$ cat config.mk
export PLATFORM = sky130hd
export DESIGN_NAME = scan_seq
export DESIGN_NICKNAME = d
export VERILOG_FILES = /design/src/rtl/scan_seq.sv
export SDC_FILE = /design/constraint.sdc
export NUM_CORES = 1
export LEC_CHECK = 0
export BUFFER_PORTS_ARGS = -buffer_cell sky130_fd_sc_hd__buf_4
export CAP_MARGIN = 40
export CORE_ASPECT_RATIO = 0.8
export CORE_UTILIZATION = 55
export DETAILED_ROUTE_END_ITERATION = 10
export HOLD_SLACK_MARGIN = 0.03
export PLACE_DENSITY = 0.81
export SYNTH_ARGS = -nofsm -noshare
export SYNTH_HDL_FRONTEND = slang
export SYNTH_SLANG_ARGS = --single-unit
$ cat constraint.sdc
create_clock -name clk -period 6.5 [get_ports clk]
set_input_delay 1.95 -clock clk [delete_from_list [all_inputs] [get_ports clk]]
set_output_delay 1.95 -clock clk [all_outputs]
set_load 0.005 [all_outputs]
$ cat src/rtl/scan_seq.sv
module scan_seq #(
  parameter int NCH  = 8,
  parameter int RESW = 10,
  parameter int LOW  = 8,
  parameter int SMP  = 4,
  localparam int CW   = (NCH > 1) ? $clog2(NCH) : 1,
  localparam int CNTW = $clog2(SMP + RESW + 1)
) (
  input  logic            clk,
  input  logic            rst_n,
  input  logic [NCH-1:0]  cfg_en_mask,
  input  logic [CW-1:0]   cfg_first_ch,
  input  logic [1:0]      cfg_mode,
  input  logic            cfg_res10,
  input  logic            start,
  input  logic            abort,
  input  logic            cmp_in,
  output logic [CW-1:0]   ch_sel,
  output logic            sample_en,
  output logic [RESW-1:0] trial,
  output logic            wr_en,
  output logic [CW-1:0]   wr_ch,
  output logic [RESW-1:0] wr_data,
  output logic [NCH-1:0]  done_flags,
  output logic            busy
);

  typedef enum logic [1:0] {S_IDLE, S_CONV, S_HOLD} st_t;

  st_t             st;
  logic [CNTW-1:0] cnt;
  logic [CW-1:0]   ch, ptr;
  logic [RESW-1:0] acc;
  logic            res_q;

  function automatic logic [CW-1:0] pick(input logic [NCH-1:0] m, input logic [CW-1:0] p);
    logic [CW-1:0] r, i;
    logic hit;
    r = p;
    hit = 1'b0;
    for (int k = 0; k < NCH; k++) begin
      i = p + CW'(k);
      if (!hit && m[i]) begin
        r = i;
        hit = 1'b1;
      end
    end
    return r;
  endfunction

  logic [CNTW-1:0] nbits, bitpos;
  logic            in_trial, last;
  logic [RESW-1:0] acc_n;
  logic [NCH-1:0]  flags_n;
  logic            pass_end;
  logic [CW-1:0]   nxt;

  assign nbits    = res_q ? CNTW'(RESW) : CNTW'(LOW);
  assign in_trial = (st == S_CONV) && (cnt >= CNTW'(SMP));
  assign bitpos   = nbits - CNTW'(1) - (cnt - CNTW'(SMP));
  assign last     = in_trial && (bitpos == '0);
  assign trial    = in_trial ? (acc | (RESW'(1) << bitpos)) : '0;
  assign acc_n    = cmp_in ? trial : acc;
  assign flags_n  = done_flags | (NCH'(1) << ch);
  assign pass_end = (flags_n & cfg_en_mask) == cfg_en_mask;
  assign nxt      = pick(cfg_en_mask, ch + CW'(1));

  assign ch_sel    = ch;
  assign busy      = (st == S_CONV);
  assign sample_en = (st == S_CONV) && (cnt < CNTW'(SMP));

  always_ff @(posedge clk or negedge rst_n) begin
    if (!rst_n) begin
      st         <= S_IDLE;
      cnt        <= '0;
      ch         <= '0;
      ptr        <= '0;
      acc        <= '0;
      res_q      <= 1'b0;
      wr_en      <= 1'b0;
      wr_ch      <= '0;
      wr_data    <= '0;
      done_flags <= '0;
    end else begin
      wr_en <= 1'b0;
      if (abort) begin
        st <= S_IDLE;
      end else begin
        case (st)
          S_IDLE, S_HOLD: begin
            if (start && (|cfg_en_mask)) begin
              st    <= S_CONV;
              cnt   <= '0;
              acc   <= '0;
              res_q <= cfg_res10;
              ch    <= pick(cfg_en_mask, (st == S_HOLD) ? ptr : cfg_first_ch);
              if (st == S_IDLE) done_flags <= '0;
            end
          end
          S_CONV: begin
            if (in_trial) acc <= acc_n;
            if (last) begin
              wr_en      <= 1'b1;
              wr_ch      <= ch;
              wr_data    <= acc_n;
              done_flags <= flags_n;
              cnt        <= '0;
              acc        <= '0;
              case (cfg_mode)
                2'b00: begin
                  st  <= S_HOLD;
                  ptr <= ch + CW'(1);
                end
                2'b01: begin
                  if (pass_end) st <= S_IDLE;
                  else ch <= nxt;
                end
                default: ch <= nxt;
              endcase
            end else begin
              cnt <= cnt + CNTW'(1);
            end
          end
          default: st <= S_IDLE;
        endcase
      end
    end
  end

endmodule

==> flow_metrics.py <==
metrics = {
    "outcome": {
        "outcome": "complete, but fails checks",
        "violations": "DRC",
    },
    "final_layout": {
        "post-route-util_pct": 64.6,
        "drive_gt1_share_pct": 21.7,
        "area_growth_pct": 11.4,
        "diodes": 0,
        "fin_nets": 532,
        "n_fill_cell": 599,
    },
    "cts": {
        "cts_num_sinks": 45,
        "cts_tree": "done",
        "clockRootBuffer": "clkbuf_8",
        "insertion_delay_ns": 0.31,
        "path_clk_slew_ns": 0.10,
        "cts_resized": 0,
        "post_cts_buffers": 0,
        "numCtsBuffers": 5,
        "cts_max_path_buffers": 2,
        "htree_levels": 2,
        "hold_buffers": 0,
    },
    "yosys": {
        "post-synth-top-count-cell": "nand2_1",
        "synth.cell_area_um2": 4080,
        "synthArstFlopShare_pct": 100,
        "synth_area_leaders": "dfrtp_1 (28%), mux4_2 (7.7%), mux2_2 (5.0%)",
        "synth_xor_area_share_pct": 2.55,
        "syn-num-nets": 503,
        "ys_types": 69,
        "synth_top_family_by_area": "compound AO/OA/AOI/OAI gates",
        "synth-edff-count": 0,
        "synth-simple-area-share_pct": 18.9,
        "syn_avg_cell_area_um2": 8.62,
        "ys.flop_type": "dfrtp_1",
        "ys_seq_area_share_pct": 27.6,
        "synth_fa_ha_area_share_pct": 3.38,
        "synth_common_cells": "nand2_1 (47), dfrtp_1 (45), nor2_1 (38)",
        "ys_ff_latch": 45,
        "postSynthCellCount": 473,
        "synth_mux_area_share_pct": 17.8,
        "yosysTopAreaCellShare_pct": 27.6,
        "synth_top_area_cell": "dfrtp_1",
        "yosysWarnings": 0,
        "synth_compound_area_share_pct": 23.6,
    },
    "critical_path": {
        "r2r_start": "ch_sel[0]",
        "crit_arrival_ns": 5.29,
        "cp_cell_sequence": "buf_4 -> mux2_4 -> inv_1 -> ha_1 -> nor2b_1 -> o21ai_0 -> and2_1 -> mux4_2 -> a2111oi_0 -> o2111ai_1 -> nand4b_1 -> o21ai_1 -> a221o_1",
        "max_stage_delay_ns": 0.61,
        "crit_buf_inv": 2,
        "r2r_end": "ch_sel[0]",
        "path_max_fanout": 12,
        "start_kind": "primary input",
        "required_ns": 6.70,
        "critPathTopFamily": "compound AO/OA/AOI/OAI gates",
        "cp_slowest_cell": "mux4_2",
        "cp-end-kind": "flop",
        "worstSetupPathType": "in2reg",
        "reg2reg_slack_ns": 1.59,
        "reg2regPathDepth": 10,
    },
    "placement": {
        "dp_hpwl_mm": 8.35,
        "io_buffers": 55,
        "dp_slack_ns": 1.21,
        "gp_congestion": 0.924,
    },
    "timing": {
        "period_needed_ns": 5.09,
        "max_freq_mhz": 196,
        "slew_headroom_pct": 44.5,
        "worst_slack_ns": 1.41,
        "period_share_pct": 78.3,
        "setup_violations": 0,
        "tightest_slew_ns": 0.832,
        "rsz0062_at_grt": "no",
        "holdWs_ns": 0.487,
        "fin_tns_setup_ns": 0,
        "finClkSkew_ns": 0.00454,
        "hold_violations": 0,
        "drv_slew": 0,
    },
    "die": {
        "row_count": 27,
        "initial_core_util_pct": 58.0,
        "die_w_um": 98.2,
        "core-area_um2": 7030,
        "die_area_um2": 7760,
        "ios": 56,
        "dieHeight_um": 79.0,
    },
    "routing": {
        "drtPass1Iterations": 8,
        "post_drt_wl_per_cell_um": 19.2,
        "drc_errors": 5,
        "drt-total-wl_mm": 11.3,
        "ant_nets": 0,
        "vias": 3972,
        "avgViaCountPerCell": 6.73,
        "dr.first_iter.drc_count": 380,
    },
    "power_and_ir_drop": {
        "power_mw": 1.63,
        "power.density_nw_per_um2": 359,
        "leakage_nw": 1.98,
        "ir_drop_v": 0.000201,
    },
    "worst_hold_path": {
        "min_path_type": "reg2reg",
        "hold_start": "wr_data[0]",
        "holdPathStages": 2,
        "min_to": "wr_data[0]",
    },
    "grt": {
        "grt-ovfl-total": 0,
        "grt_usage_pct": 29.2,
        "grt_max_degree": 46,
        "antenna_found_initial": 0,
        "grt_pass1_wl_mm": 18.1,
        "first_global_vias": 3547,
    },
    "job": {
        "cap_violations": 0,
    },
}
sequential cells by signal, summed over array words and instances, names as in the netlist:
name        cells
done_flags      8
wr_data        10
cnt             4
st              2
acc            10
wr_ch           3
wr_en           1
res_q           1
ch_sel          3
ptr             3
per-stage QoR:
| stage | cells | cell area (um^2) |
|---|---|---|
| 6_report | 590 | 4540 |
| 2_1_floorplan | 473 | 4080 |
| 3_5_place_dp | 582 | 4440 |
| 4_1_cts | 590 | 4540 |
| 5_1_grt | 590 | 4540 |
| 3_3_place_gp | 582 | 4440 |
per-layer routing:
metal	share of wire, %	global-route usage, %
met1	45	44.1
met2	46	43.8
met3	7.7	3.52
met4	1.6	8.96
met5	0	0
logic make-up after synthesis:
| logic type | count (synthesis) |
|---|---|
| flip-flops | 45 |
| buffers and inverters | 58 |
| multiplexers | 51 |
| adder cells (fa/ha/maj) | 11 |
| XOR/XNOR | 11 |
| AO/OA/AOI/OAI | 139 |
| AND/OR/NAND/NOR | 158 |
area by class of cell:
cell class / instances / area (um^2) / area share [%]
Tap cell: 87 / 109 / 2.40
Sequential cell: 45 / 1130 / 24.8
Timing Repair Buffer: 55 / 413 / 9.10
Multi-Input combinational cell: 370 / 2700 / 59.5
Clock buffer: 5 / 68.8 / 1.52
Inverter: 25 / 96.3 / 2.12
Clock inverter: 3 / 25.0 / 0.551
cell usage in the layout (no fill, tap or decap), types with 6 or more instances in the layout:
cell type and instances:
and2_1 7, nand2b_1 8, dfrtp_1 45, nor2_1 38
nand2_1 47, a2111oi_0 8, a21oi_1 33, mux2i_1 17
inv_1 24, ha_1 11, o21ai_0 24, a211oi_1 13
buf_4 55, nor3_1 20, nor2b_1 8, xnor2_1 6
mux2_2 18, mux4_2 14, o31ai_1 11
how the worst max path moves through the flow:
stage / startpoint / end / slack (ns) / depth (start not counted)
final: cfg_first_ch[1] / ch_sel[1] / 1.41 / 13
after global routing: cfg_first_ch[1] / ch_sel[1] / 1.12 / 13
after CTS: cfg_first_ch[1] / ch_sel[1] / 1.49 / 13
after detailed placement: cfg_first_ch[1] / ch_sel[1] / 1.21 / 13
after global placement: cfg_first_ch[1] / ch_sel[1] / 1.35 / 13
after floorplan: cfg_first_ch[1] / ch_sel[1] / 1.74 / 13
worst register-to-register path, delay by kind of cell, from the launching register on:
family	cells	cell delay (ns)
multiplexers	3	1.35
AND/OR/NAND/NOR	3	0.68
AO/OA/AOI/OAI	2	0.49
buffers and inverters	1	0.48
adder cells (fa/ha/maj)	1	0.99
flip-flops	1	0.82
where the power goes:
group | internal [mW] | switching (mW)
combinational | 0.476 | 0.583
clock | 0.0778 | 0.110
sequential | 0.317 | 0.0644
Note: power is estimated with default switching activity, not from simulation.
